### src/rtl/acr_pkg.sv
package acr_pkg;
  typedef enum logic [1:0] {
    ACR_MUL3    = 2'b00,
    ACR_RES     = 2'b01,
    ACR_RES_INV = 2'b10,
    ACR_RES_ALT = 2'b11
  } acr_mode_e;
endpackage

### src/rtl/acr_fold.sv
// Residue modulo 2^B-1 by end-around-carry summation of B-bit slices.
module acr_fold #(
  parameter int W = 16,
  parameter int B = 4
) (
  input  logic [W-1:0] val_i,
  output logic [B-1:0] res_o
);
  localparam int NS = (W + B - 1) / B;
  localparam int PW = NS * B;

  logic [PW-1:0] padded;
  logic [B:0]    acc;

  assign padded = PW'(val_i);

  always_comb begin
    acc = '0;
    for (int i = 0; i < NS; i++) begin
      acc = acc + {1'b0, padded[i*B +: B]};
      acc = {1'b0, acc[B-1:0]} + {{B{1'b0}}, acc[B]};
    end
  end

  // all-ones is the second representation of zero
  assign res_o = (acc[B-1:0] == {B{1'b1}}) ? '0 : acc[B-1:0];
endmodule

### src/rtl/acr_mul3_path.sv
// Multiplier-3 code: encode both operands, add, test divisibility by 3.
module acr_mul3_path #(
  parameter int DW = 16
) (
  input  logic [DW-1:0] a_i,
  input  logic [DW-1:0] b_i,
  input  logic [DW+2:0] fault_i,
  output logic [DW+2:0] word_o,
  output logic [DW:0]   sum_o,
  output logic          err_o
);
  localparam int EW = DW + 2;
  localparam int WW = DW + 3;

  logic [EW-1:0] enc_a, enc_b;
  logic [WW-1:0] raw;
  logic [1:0]    rem3;
  logic [WW-1:0] quot;

  // 3N formed as N shifted left by one plus N
  assign enc_a = {1'b0, a_i, 1'b0} + EW'(a_i);
  assign enc_b = {1'b0, b_i, 1'b0} + EW'(b_i);
  assign raw   = ({1'b0, enc_a} + {1'b0, enc_b}) ^ fault_i;

  acr_fold #(.W(WW), .B(2)) u_mod3 (
    .val_i (raw),
    .res_o (rem3)
  );

  assign quot   = raw / WW'(3);
  assign word_o = raw;
  assign sum_o  = quot[DW:0];
  assign err_o  = (rem3 != 2'd0);
endmodule

### src/rtl/acr_res_path.sv
// Residue and complemented-residue code over the full DW+1 bit sum.
module acr_res_path #(
  parameter int DW = 16,
  parameter int RW = 4
) (
  input  logic [DW-1:0] a_i,
  input  logic [DW-1:0] b_i,
  input  logic [DW:0]   fault_i,
  input  logic          inv_i,
  output logic [DW:0]   sum_o,
  output logic [RW-1:0] field_o,
  output logic          err_o
);
  localparam logic [RW-1:0] MOD = {RW{1'b1}};

  logic [DW:0]   sum_raw;
  logic [RW-1:0] res_a, res_b, res_sum;
  logic [RW-1:0] cmp_a, cmp_b;
  logic [RW-1:0] pred_dir, pred_cmp, pred_r;

  assign sum_raw = ({1'b0, a_i} + {1'b0, b_i}) ^ fault_i;

  acr_fold #(.W(DW), .B(RW)) u_fold_a (.val_i(a_i), .res_o(res_a));
  acr_fold #(.W(DW), .B(RW)) u_fold_b (.val_i(b_i), .res_o(res_b));
  acr_fold #(.W(DW+1), .B(RW)) u_fold_s (.val_i(sum_raw), .res_o(res_sum));

  // check values as they travel with the operands in the complemented scheme
  assign cmp_a = MOD - res_a;
  assign cmp_b = MOD - res_b;

  // separate modulo-m adders for the check values
  acr_fold #(.W(RW+1), .B(RW)) u_add_dir (
    .val_i ({1'b0, res_a} + {1'b0, res_b}),
    .res_o (pred_dir)
  );
  acr_fold #(.W(RW+1), .B(RW)) u_add_cmp (
    .val_i ({1'b0, cmp_a} + {1'b0, cmp_b}),
    .res_o (pred_cmp)
  );

  always_comb begin
    if (inv_i) begin
      // sum of complements is the negated residue
      pred_r  = (pred_cmp == '0) ? '0 : (MOD - pred_cmp);
      field_o = MOD - pred_r;
    end else begin
      pred_r  = pred_dir;
      field_o = pred_dir;
    end
  end

  assign sum_o = sum_raw;
  assign err_o = (res_sum != pred_r);
endmodule

### src/rtl/acr_checked_adder.sv
module acr_checked_adder
  import acr_pkg::*;
#(
  parameter int DW = 16,
  parameter int RW = 4
) (
  input  logic               clk,
  input  logic               rst_n,
  input  logic               valid_i,
  input  logic [1:0]         mode_i,
  input  logic [DW-1:0]      a_i,
  input  logic [DW-1:0]      b_i,
  input  logic [DW+2:0]      fault_i,
  output logic               valid_o,
  output logic [DW:0]        sum_o,
  output logic [DW+RW:0]     code_o,
  output logic               err_o
);
  localparam int CW = DW + 1 + RW;

  acr_mode_e     mode;
  logic [DW+2:0] m3_word;
  logic [DW:0]   m3_sum;
  logic          m3_err;
  logic [DW:0]   rs_sum;
  logic [RW-1:0] rs_field;
  logic          rs_err;
  logic          is_inv;

  logic          valid_d, err_d;
  logic [DW:0]   sum_d;
  logic [CW-1:0] code_d;
  logic          valid_q, err_q;
  logic [DW:0]   sum_q;
  logic [CW-1:0] code_q;

  assign mode   = acr_mode_e'(mode_i);
  assign is_inv = (mode == ACR_RES_INV);

  acr_mul3_path #(.DW(DW)) u_mul3 (
    .a_i     (a_i),
    .b_i     (b_i),
    .fault_i (fault_i),
    .word_o  (m3_word),
    .sum_o   (m3_sum),
    .err_o   (m3_err)
  );

  acr_res_path #(.DW(DW), .RW(RW)) u_res (
    .a_i     (a_i),
    .b_i     (b_i),
    .fault_i (fault_i[DW:0]),
    .inv_i   (is_inv),
    .sum_o   (rs_sum),
    .field_o (rs_field),
    .err_o   (rs_err)
  );

  // next state
  always_comb begin
    valid_d = valid_i;
    err_d   = 1'b0;
    sum_d   = sum_q;
    code_d  = code_q;
    if (valid_i) begin
      if (mode == ACR_MUL3) begin
        sum_d  = m3_sum;
        code_d = CW'(m3_word);
        err_d  = m3_err;
      end else begin
        sum_d  = rs_sum;
        code_d = {rs_sum, rs_field};
        err_d  = rs_err;
      end
    end
  end

  // registers
  always_ff @(posedge clk or negedge rst_n) begin
    if (!rst_n) begin
      valid_q <= 1'b0;
      err_q   <= 1'b0;
      sum_q   <= '0;
      code_q  <= '0;
    end else begin
      valid_q <= valid_d;
      err_q   <= err_d;
      sum_q   <= sum_d;
      code_q  <= code_d;
    end
  end

  assign valid_o = valid_q;
  assign err_o   = err_q;
  assign sum_o   = sum_q;
  assign code_o  = code_q;
endmodule

### config.mk
export PLATFORM = sky130hd
export DESIGN_NAME = acr_checked_adder
export DESIGN_NICKNAME = d
export VERILOG_FILES = /design/src/rtl/acr_pkg.sv /design/src/rtl/acr_fold.sv /design/src/rtl/acr_mul3_path.sv /design/src/rtl/acr_res_path.sv /design/src/rtl/acr_checked_adder.sv
export SDC_FILE = /design/constraint.sdc
export NUM_CORES = 1
export LEC_CHECK = 0
export ABC_AREA = 1
export CAP_MARGIN = 30
export CORE_ASPECT_RATIO = 2
export CORE_MARGIN = 8
export CORE_UTILIZATION = 53
export DETAILED_ROUTE_END_ITERATION = 10
export GPL_TIMING_DRIVEN = 1
export PLACE_DENSITY = 0.92
export SLEW_MARGIN = 20
export SYNTH_ARGS = -nofsm -noshare
export SYNTH_HDL_FRONTEND = slang
export SYNTH_SLANG_ARGS = --single-unit
### constraint.sdc
create_clock -name clk -period 0.8 [get_ports clk]
set_input_delay 0.16 -clock clk [delete_from_list [all_inputs] [get_ports clk]]
set_output_delay 0.16 -clock clk [all_outputs]
set_load 0.02 [all_outputs]
==> results.py, run 1 <==
metrics = {
    "clock_tree": {
        "cts.sinks": 40,
        "numCtsBuffers": 5,
        "htreeDepth": 2,
        "cts-root-buf": "clkbuf_16",
        "cts_max_path_buffers": 2,
    },
    "grt": {
        "grt_pass1_vias": 13500,
        "grt.total_usage": 0.649,
        "grt_max_degree": 41,
        "grt_pass1_wl_um": 90300,
        "overflow": 54,
    },
    "floorplan": {
        "die_x_um": 102,
        "die_h_um": 187,
        "rows": 62,
        "io_pins": 96,
        "initial_utilization": 0.541,
    },
    "synthesis": {
        "avgSynthCellArea_um2": 7.39,
        "postSynth.asyncResetShare": 1.00,
        "yosys_warnings": 0,
        "synth_seq_cells": 40,
        "synth_fp_nets": 1264,
        "synth.distinct_cells": 45,
        "netlist_area_mm2": 0.00776,
        "synth_edf_count": 0,
        "ys.flop_type": "dfrtp_1",
        "seq_area_frac_synth": 0.129,
        "synthCells": 1051,
    },
    "placement": {
        "dp.cells": 1624,
        "gp_congestion": 0.951,
        "dp_slack_ns": -8.80,
        "port_buffers": 95,
        "hpwl_um": 25900,
    },
    "run_status": {
        "outcome": "did not finish",
        "error_line": "[ERROR GRT-0116] Global routing finished with congestion. Check the congestion regions in the DRC Viewer.",
        "failed_stage": "global routing (5_1_grt)",
    },
}
synth_stat cells, types with 4 or more instances:
| cell type | n | area, µm² |
|---|---|---|
| a21oi_1 | 85 | 425 |
| a31oi_1 | 5 | 31.3 |
| clkbuf_1 | 9 | 33.8 |
| dfrtp_1 | 40 | 1000 |
| fa_1 | 67 | 1340 |
| ha_1 | 90 | 1130 |
| inv_1 | 194 | 728 |
| inv_2 | 7 | 26.3 |
| nand2_1 | 207 | 777 |
| nand2_2 | 12 | 75.1 |
| nand2_4 | 5 | 56.3 |
| nand3_1 | 55 | 275 |
| nand3_2 | 9 | 90.1 |
| nand4_1 | 6 | 37.5 |
| nor2_1 | 78 | 293 |
| nor2_2 | 6 | 37.5 |
| o21ai_0 | 16 | 80.1 |
| o21ai_1 | 12 | 60.1 |
| o21bai_1 | 6 | 45.0 |
| o21bai_2 | 8 | 90.1 |
| o22a_1 | 4 | 35.0 |
| or2_2 | 4 | 25.0 |
| xnor2_1 | 31 | 272 |
| xor2_1 | 65 | 569 |
metrics by stage:
| stage | cell area, µm² | hold WS (ns) |
|---|---|---|
| after floorplan | 8220 | -0.136 |
| after global placement | 11600 | 0.136 |
| after detailed placement | 11600 | 0.136 |
| after CTS | 13500 | 0.272 |
repair_timing:
item,CTS
hold buffers,1
hold endpoints to repair,40
pin swaps,145
resized for setup,477
gates cloned,0
setup endpoints to repair,79
buffers inserted,65
layer usage:
layer / GRT overflow / GRT usage
met3: 0 / 0.490
met4: 18 / 0.647
met5: 0 / 0.165
met1: 0 / 0.618
met2: 36 / 0.834
kinds of logic after synthesis:
kind of cell / Yosys count / synth area share
buf+inv: 213 / 0.104
flops: 40 / 0.129
simple gates: 393 / 0.224
xor+xnor: 97 / 0.110
fa+ha+maj: 157 / 0.318
compound gates: 151 / 0.115
==> run 2: changes to the inputs <==
Settings changed: CORE_ASPECT_RATIO 2 to unset, CORE_UTILIZATION 53 to 40, PLACE_DENSITY 0.92 to unset, PLACE_DENSITY_LB_ADDON set to 0.15.
Clock period 0.8 ns to 1.04 ns, I/O delays scaled along.
==> results.py, run 2 <==
metrics = {
    "layout": {
        "antenna_cells": 0,
        "largest_reg_flops": 21,
        "instances_no_fill": 1875,
        "syn_to_final_growth_pct": 96.0,
        "layout_commonest_cell": "buf_4",
        "drive_gt1_frac": 0.607,
        "final_nets": 1822,
        "n_fill_cell": 1200,
        "final_cell_mix": "354 x buf_4, 150 x buf_6, 120 x inv_1",
        "post-route-util": 0.790,
    },
    "clock_tree": {
        "cts.sinks": 40,
        "numCtsBuffers": 5,
        "htreeDepth": 2,
        "insertion_delay_ns": 0.29,
        "cts_max_path_buffers": 2,
        "cts-root-buf": "clkbuf_16",
        "clk_pin_slew_worst_paths_ns": 0.07,
        "cts_tree": "yes",
    },
    "worst_setup_path": {
        "crit_path_max_fanout": 3,
        "path_class": "in -> reg",
        "critPathRequiredTime_ns": 1.20,
        "cpMostUsedCell": "fa_2",
        "cp_data_arrival_time_ns": 8.79,
        "slowest_delay_ns": 0.58,
        "timing.rr.end": "code_o[8]",
        "reg2regPathDepth": 4,
        "r2r-start": "code_o[8]",
        "start_kind": "input port",
        "cpMaxStageDelayCell": "fa_2",
        "cp-end-kind": "flop",
        "r2r_slack_ns": -0.05,
    },
    "hold_path": {
        "min_to": "sum_o[10]",
        "hp-class": "in -> reg",
        "hold_path_startpoint": "valid_i",
        "holdPathStages": 4,
    },
    "synthesis": {
        "postSynth.asyncResetShare": 1.00,
        "synth_area_leaders": "fa_1 17%, ha_1 15%, dfrtp_1 13%",
        "seq_area_frac_synth": 0.129,
        "synth_top_area_cell": "fa_1",
        "avgSynthCellArea_um2": 7.39,
        "synthAdderAreaFrac": 0.318,
        "synth.most_common_cell": "nand2_1",
        "synthCells": 1051,
        "netlist_area_mm2": 0.00776,
        "synth_mux_area_frac": 0,
        "synth_top_family_by_area": "adder cells",
        "synth_fp_nets": 1264,
        "synth_edf_count": 0,
        "synth_common_cells": "207 x nand2_1, 194 x inv_1, 90 x ha_1",
        "synth_top_area_frac": 0.173,
        "ys.flop_type": "dfrtp_1",
        "yosys_warnings": 0,
        "synth_seq_cells": 40,
        "yosys.area_share.simple": 0.224,
        "synth_compound_area_frac": 0.115,
        "synth_xor_area_frac": 0.110,
        "synth.distinct_cells": 45,
    },
    "floorplan": {
        "io_pins": 96,
        "die_h_um": 155,
        "core_area_mm2": 0.0193,
        "die_x_um": 155,
        "initial_utilization": 0.403,
        "rows": 51,
        "dieArea_mm2": 0.0241,
    },
    "grt": {
        "grt.total_usage": 0.224,
        "overflow": 0,
        "grt_pass1_vias": 9114,
        "grt_pass1_wl_um": 43900,
        "antenna_found_initial": 0,
        "grt_max_degree": 41,
    },
    "placement": {
        "dp.cells": 1710,
        "port_buffers": 95,
        "gp_congestion": 0.847,
        "dp_slack_ns": -8.22,
        "hpwl_um": 19500,
    },
    "run_status": {
        "violations": "negative setup slack",
        "outcome": "finished, violations left",
    },
    "timing": {
        "fin_crit_ns": 8.63,
        "fmaxAchievable_ghz": 0.116,
        "fin_worst_skew_ns": 0,
        "tightest_slew_ns": 0.511,
        "setup_tns_ns": -153.20,
        "setup_slack_ns": -7.59,
        "max-slew-margin-rel": 0.657,
        "final_max_slew_viol_count": 0,
        "setup_viol": 55,
        "hold_violations": 0,
        "rsz0062_at_grt": "true",
        "fin_crit_sh": 8.30,
    },
    "detailed_routing": {
        "dr.pass1.iters": 5,
        "viasPerCell": 5.04,
        "routed_wl_um": 33900,
        "via_count": 9448,
        "routedWlPerCell_um": 18.1,
        "ant_nets": 0,
        "first_iter_violations": 617,
        "drc": 0,
    },
    "run": {
        "maxCapViolCount": 0,
    },
}
run 2: area by class of cell:
class                           count  area, µm²  share of cell area
Multi-Input combinational cell    798       7990               0.525
Timing Repair Buffer              562       4920               0.323
Sequential cell                    40       1000              0.0658
Inverter                          202        823              0.0541
Tap cell                          265        332              0.0218
Clock buffer                        6        139             0.00913
Clock inverter                      2       15.0            0.000987
run 2: through the flow:
| stage | area, µm² | hold WS (ns) |
|---|---|---|
| 2_1_floorplan | 8220 | -0.0876 |
| 3_3_place_gp | 11800 | 0.193 |
| 3_5_place_dp | 11800 | 0.195 |
| 4_1_cts | 13900 | 0.367 |
| 5_1_grt | 15200 | 0.397 |
| 6_report | 15200 | 0.374 |
run 2: logic make-up after synthesis:
group                    after synthesis
AO/OA/AOI/OAI                        151
XOR/XNOR                              97
adder cells (fa/ha/maj)              157
buffers and inverters                213
flip-flops                            40
AND/OR/NAND/NOR                      393
run 2: critical path, delay by kind of cell:
family,cells,cell delay [ns]
xor gates and xnor gates,3,0.51
AOI/OAI and AO/OA,2,0.41
buffers and inverters,17,1.02
adders and majority gates,21,6.63
run 2: per-layer routing:
metal  vias up  GRT usage  share of wire
met3       164     0.0194          0.049
met4         0     0.0984          0.070
li1       4407          -              -
met5         -          0              0
met2       406      0.405           0.50
met1      4471      0.266           0.38
run 2: how the worst max path moves through the flow:
stage | startpoint | to | slack [ns]
2_1_floorplan | a_i[1] | err_o | -7.19
3_3_place_gp | a_i[1] | err_o | -7.97
3_5_place_dp | a_i[1] | err_o | -8.22
4_1_cts | a_i[1] | err_o | -7.33
5_1_grt | a_i[1] | err_o | -7.85
6_report | a_i[1] | err_o | -7.59
run 2: timing repair:
action | CTS | global route
resized for setup | 469 | 346
hold buffers | 1 | 0
pin swaps | 133 | 156
endpoints found under the hold margin | 40 | 0
buffers inserted | 130 | 57
setup endpoints to repair | 79 | 79
Power of run 2 is left out: the tool's default activity adds up to more than one toggle a clock period on the data nets, which glitch-free logic cannot reach.
==> run 3: changes to the inputs <==
--- a/config.mk
+++ b/config.mk
@@ -8,5 +8,4 @@
 export ABC_AREA = 1
 export CAP_MARGIN = 30
-export CORE_MARGIN = 8
 export CORE_UTILIZATION = 40
 export DETAILED_ROUTE_END_ITERATION = 10
==> constraint.sdc (replaced) <==
create_clock -name clk -period 1.04 [get_ports clk]
set_input_delay 0.208 -clock clk [delete_from_list [all_inputs] [get_ports clk]]
set_output_delay 0.208 -clock clk [all_outputs]
set_load 0.1 [all_outputs]
==> results.py, run 3 (synthesized netlist as in run 2, its figures left out) <==
metrics = {
    "floorplan": {
        "core_area_mm2": 0.0189,
        "initial_utilization": 0.411,
        "io_pins": 96,
        "rows": 50,
        "dieArea_mm2": 0.0200,
        "die_h_um": 141,
        "die_x_um": 141,
    },
    "detailed_routing": {
        "routedWlPerCell_um": 16.7,
        "drc": 0,
        "routed_wl_um": 29600,
        "dr.pass1.iters": 5,
        "viasPerCell": 5.01,
        "ant_nets": 0,
        "first_iter_violations": 480,
        "via_count": 8889,
    },
    "timing": {
        "hold_violations": 0,
        "fin_worst_skew_ns": 0,
        "setup_slack_ns": -7.52,
        "fin_crit_sh": 8.23,
        "fin_crit_ns": 8.56,
        "tightest_slew_ns": 0.439,
        "whs_ns": 0.330,
        "fmaxAchievable_ghz": 0.117,
        "max-slew-margin-rel": 0.705,
        "rsz0062_at_grt": "true",
        "final_max_slew_viol_count": 0,
        "setup_viol": 79,
    },
    "clock_tree": {
        "cts-root-buf": "clkbuf_16",
        "insertion_delay_ns": 0.29,
        "htreeDepth": 2,
        "clk_pin_slew_worst_paths_ns": 0.07,
        "numCtsBuffers": 5,
        "cts_tree": "yes",
        "cts.sinks": 40,
        "cts_max_path_buffers": 2,
    },
    "layout": {
        "layout_commonest_cell": "buf_4",
        "final_nets": 1727,
        "n_fill_cell": 1125,
        "syn_to_final_growth_pct": 93.4,
        "drive_gt1_frac": 0.623,
        "final_cell_mix": "281 x buf_4, 119 x inv_1, 107 x nand2_1",
        "largest_reg_flops": 21,
        "antenna_cells": 0,
    },
    "worst_setup_path": {
        "worst-path-buf-inv": 17,
        "crit_path_max_fanout": 4,
        "cp.depth": 44,
        "cp_top_family": "adder cells",
        "cp-end-kind": "flop",
        "cpMaxStageDelayCell": "fa_1",
        "start_kind": "input port",
        "slowest_delay_ns": 0.55,
        "cp_data_arrival_time_ns": 8.72,
        "cpMostUsedCell": "fa_2",
        "reg2regPathDepth": 2,
        "critPathRequiredTime_ns": 1.20,
        "path_class": "in -> reg",
    },
    "grt": {
        "grt_pass1_wl_um": 39000,
        "grt.total_usage": 0.245,
        "grt_max_degree": 41,
        "grt_pass1_vias": 8300,
        "overflow": 0,
        "antenna_found_initial": 1,
    },
    "run_status": {
        "outcome": "finished, violations left",
        "violations": "negative setup slack",
    },
    "placement": {
        "port_buffers": 95,
        "hpwl_um": 19000,
        "gp_congestion": 0.853,
    },
    "hold_path": {
        "holdPathStages": 2,
        "hp-class": "in -> reg",
    },
    "run": {
        "maxCapViolCount": 0,
    },
}
-- run 3: changes by cell type in the layout (fill, tap and decap cells not counted), sizes merged --
| cell | delta |
|---|---|
| clkinvlp | -2 |
| dlymetal6s2s | +12 |
| clkbuf | -1 |
| dlygate4sd2 | -13 |
| buf | -94 |
| clkinv | +3 |
-- run 3: per-layer routing --
metal  global-route usage  wire, µm  part of all wire
met1                0.311     11800              0.40
met2                0.444     15300              0.52
met3               0.0128       962             0.033
met4               0.0789      1530             0.052
met5                    0         0                 0
-- run 3: final cells by class --
| cell class | instances | area (µm²) | area share |
|---|---|---|---|
| multi-input cells | 798 | 8180 | 0.545 |
| clock inverters | 3 | 18.8 | 0.00125 |
| inverters | 202 | 818 | 0.0545 |
| flip-flops and latches | 40 | 1050 | 0.0699 |
| repair buffers | 467 | 4500 | 0.299 |
| clock buffers | 5 | 125 | 0.00833 |
| well taps | 260 | 325 | 0.0217 |
-- run 3: per-stage QoR --
step	setup TNS, ns	instances	utilization	instance area (µm²)	setup WS (ns)
3_5_place_dp	-167.53	1686	0.640	12100	-8.19
2_1_floorplan	-120.41	1051	-	8260	-7.19
3_3_place_gp	-164.12	1686	0.640	12100	-7.96
4_1_cts	-144.20	1738	0.707	13400	-7.25
5_1_grt	-153.31	1775	0.795	15000	-7.75
6_report	-145.46	1775	0.795	15000	-7.52
-- run 3: worst paths after layout --
kind	startpoint	endpoint	slack [ns]
worst max register to register	sum_o[3]	sum_o[3]	0.15
worst min register to register	sum_o[15]	sum_o[15]	0.55
min in group asynchronous	rst_n	code_o[19]	0.42
worst max-delay path	a_i[1]	err_o	-7.52
max in group asynchronous	rst_n	sum_o[2]	0.39
worst min-delay path	valid_i	valid_o	0.33
-- run 3: what timing repair did --
action                     in CTS  in global routing
pin swaps                      83                226
resized for setup             265                365
setup buffers                  47                 63
hold buffers                    1                  0
hold endpoints to repair       40                  0
setup endpoints to repair      79                 79
Power of run 3 is left out for the same reason.
==> run 4: changes to the inputs <==
Settings changed: ABC_AREA 1 to 0, HOLD_SLACK_MARGIN set to 0.12.
==> results.py, run 4 <==
metrics = {
    "synthesis": {
        "synth_top_area_cell": "fa_1",
        "avgSynthCellArea_um2": 8.20,
        "netlist_area_mm2": 0.00882,
        "ys.flop_type": "dfrtp_1",
        "yosys_warnings": 0,
        "synth_fp_nets": 1288,
        "synth.distinct_cells": 92,
        "synth_seq_cells": 40,
        "synth_common_cells": "129 x inv_1, 90 x ha_1, 82 x nand2_1",
        "synth_area_leaders": "fa_1 15%, ha_1 13%, dfrtp_1 11%",
        "synthCells": 1075,
        "postSynth.asyncResetShare": 1.00,
        "synth_top_area_frac": 0.152,
        "synth_edf_count": 0,
        "synth.most_common_cell": "inv_1",
        "seq_area_frac_synth": 0.113,
    },
    "worst_setup_path": {
        "path_class": "in -> reg",
        "cpMaxStageDelayCell": "fa_2",
        "cpMostUsedCell": "fa_2",
        "cp_top_family": "adder cells",
        "start_kind": "input port",
        "crit_path_max_fanout": 2,
        "cp-end-kind": "flop",
        "slowest_delay_ns": 0.58,
        "cp_data_arrival_time_ns": 8.59,
        "worst-path-buf-inv": 17,
        "critPathRequiredTime_ns": 1.25,
    },
    "timing": {
        "fin_crit_sh": 8.05,
        "fin_crit_ns": 8.37,
        "tightest_slew_ns": 0.475,
        "setup_tns_ns": -161.02,
        "max-slew-margin-rel": 0.683,
        "final_max_slew_viol_count": 0,
        "fmaxAchievable_ghz": 0.119,
        "rsz0062_at_grt": "true",
        "fin_worst_skew_ns": 0,
        "hold_violations": 0,
        "setup_slack_ns": -7.33,
        "setup_viol": 79,
    },
    "clock_tree": {
        "numCtsBuffers": 5,
        "insertion_delay_ns": 0.29,
        "cts_max_path_buffers": 2,
        "cts_tree": "yes",
        "cts.sinks": 40,
        "clk_pin_slew_worst_paths_ns": 0.06,
        "cts-root-buf": "clkbuf_16",
        "htreeDepth": 2,
    },
    "run_status": {
        "outcome": "finished, violations left",
        "violations": "negative setup slack",
    },
    "grt": {
        "grt_pass1_wl_um": 46500,
        "grt_pass1_vias": 9659,
        "antenna_found_initial": 0,
        "overflow": 0,
        "grt.total_usage": 0.260,
        "grt_max_degree": 41,
    },
    "detailed_routing": {
        "via_count": 9702,
        "routed_wl_um": 29800,
        "viasPerCell": 5.28,
        "routedWlPerCell_um": 16.2,
        "ant_nets": 0,
        "dr.pass1.iters": 5,
        "first_iter_violations": 462,
        "drc": 0,
    },
    "layout": {
        "syn_to_final_growth_pct": 77.8,
        "final_cell_mix": "347 x buf_4, 86 x inv_1, 72 x buf_6",
        "largest_reg_flops": 21,
        "layout_commonest_cell": "buf_4",
        "antenna_cells": 0,
        "final_nets": 1776,
        "drive_gt1_frac": 0.538,
        "design_area_mm2": 0.0157,
    },
    "floorplan": {
        "core_area_mm2": 0.0213,
        "io_pins": 96,
        "die_h_um": 150,
        "initial_utilization": 0.414,
        "dieArea_mm2": 0.0226,
        "rows": 53,
        "die_x_um": 150,
    },
    "placement": {
        "placed_area_mm2": 0.0138,
        "port_buffers": 95,
        "hpwl_um": 23400,
        "dp_slack_ns": -8.31,
        "gp_congestion": 0.903,
    },
    "hold_path": {
        "hp-class": "in -> reg",
    },
    "run": {
        "maxCapViolCount": 0,
    },
}
-- run 4: cell type report --
cell class | instances | area [µm²]
Clock buffer | 5 | 125
Fill cell | 1523 | 5600
Timing Repair Buffer | 518 | 4830
Inverter | 137 | 576
Multi-Input combinational cell | 861 | 8700
Tap cell | 275 | 344
Clock inverter | 2 | 60.1
Sequential cell | 40 | 1050
-- run 4: path summary, 6_finish.rpt --
check                                 from          to  slack, ns  depth (start not counted)
min in group asynchronous            rst_n   code_o[3]       0.40                          3
worst max-delay path                a_i[2]       err_o      -7.33                         42
worst min register to register  code_o[13]  code_o[13]       0.55                          1
worst max register to register    sum_o[0]    sum_o[0]      -0.11                          4
worst min-delay path               valid_i     valid_o       0.25                          2
max in group asynchronous            rst_n   code_o[6]       0.39                          3
-- run 4: worst register-to-register path, cell delays in order, from the launching register on --
cell,delay [ns]
dfrtp_2,0.40
nor2b_1,0.13
a31oi_1,0.17
o21ai_2,0.07
mux2_4,0.26
-- run 4: repair_timing --
action                                 CTS  global route
pin swaps                               96            71
endpoints found under the hold margin   40             0
setup endpoints to repair               79            79
hold buffers                             1             0
cloned                                   0             0
gates resized for setup                218           119
setup buffers                           45            31
-- run 4: per-layer routing --
layer  part of all wire  wire [µm]  up-vias  global-route usage
met5                  0          0        -                   0
met4              0.028        837        0              0.0788
met3              0.038       1140       55              0.0173
met2               0.50      14900      283               0.463
met1               0.43      12900     4639               0.334
li1                   -          -     4725                   -
-- run 4: per-stage QoR --
stage	hold slack (ns)	util	std cells
2_1_floorplan	-0.0876	-	1075
3_3_place_gp	0.189	0.648	1763
5_1_grt	0.262	0.737	1838
6_report	0.250	0.737	1838
4_1_cts	0.251	0.703	1812
3_5_place_dp	0.198	0.648	1763
-- run 4: cells by family after synthesis --
group	count (synthesis)	share of synthesized area
fa+ha+maj	158	0.281
mux	30	0.0387
simple gates	267	0.143
buf+inv	174	0.0800
compound gates	296	0.234
flops	40	0.113
xor+xnor	110	0.110
Power of run 4 is left out for the same reason.
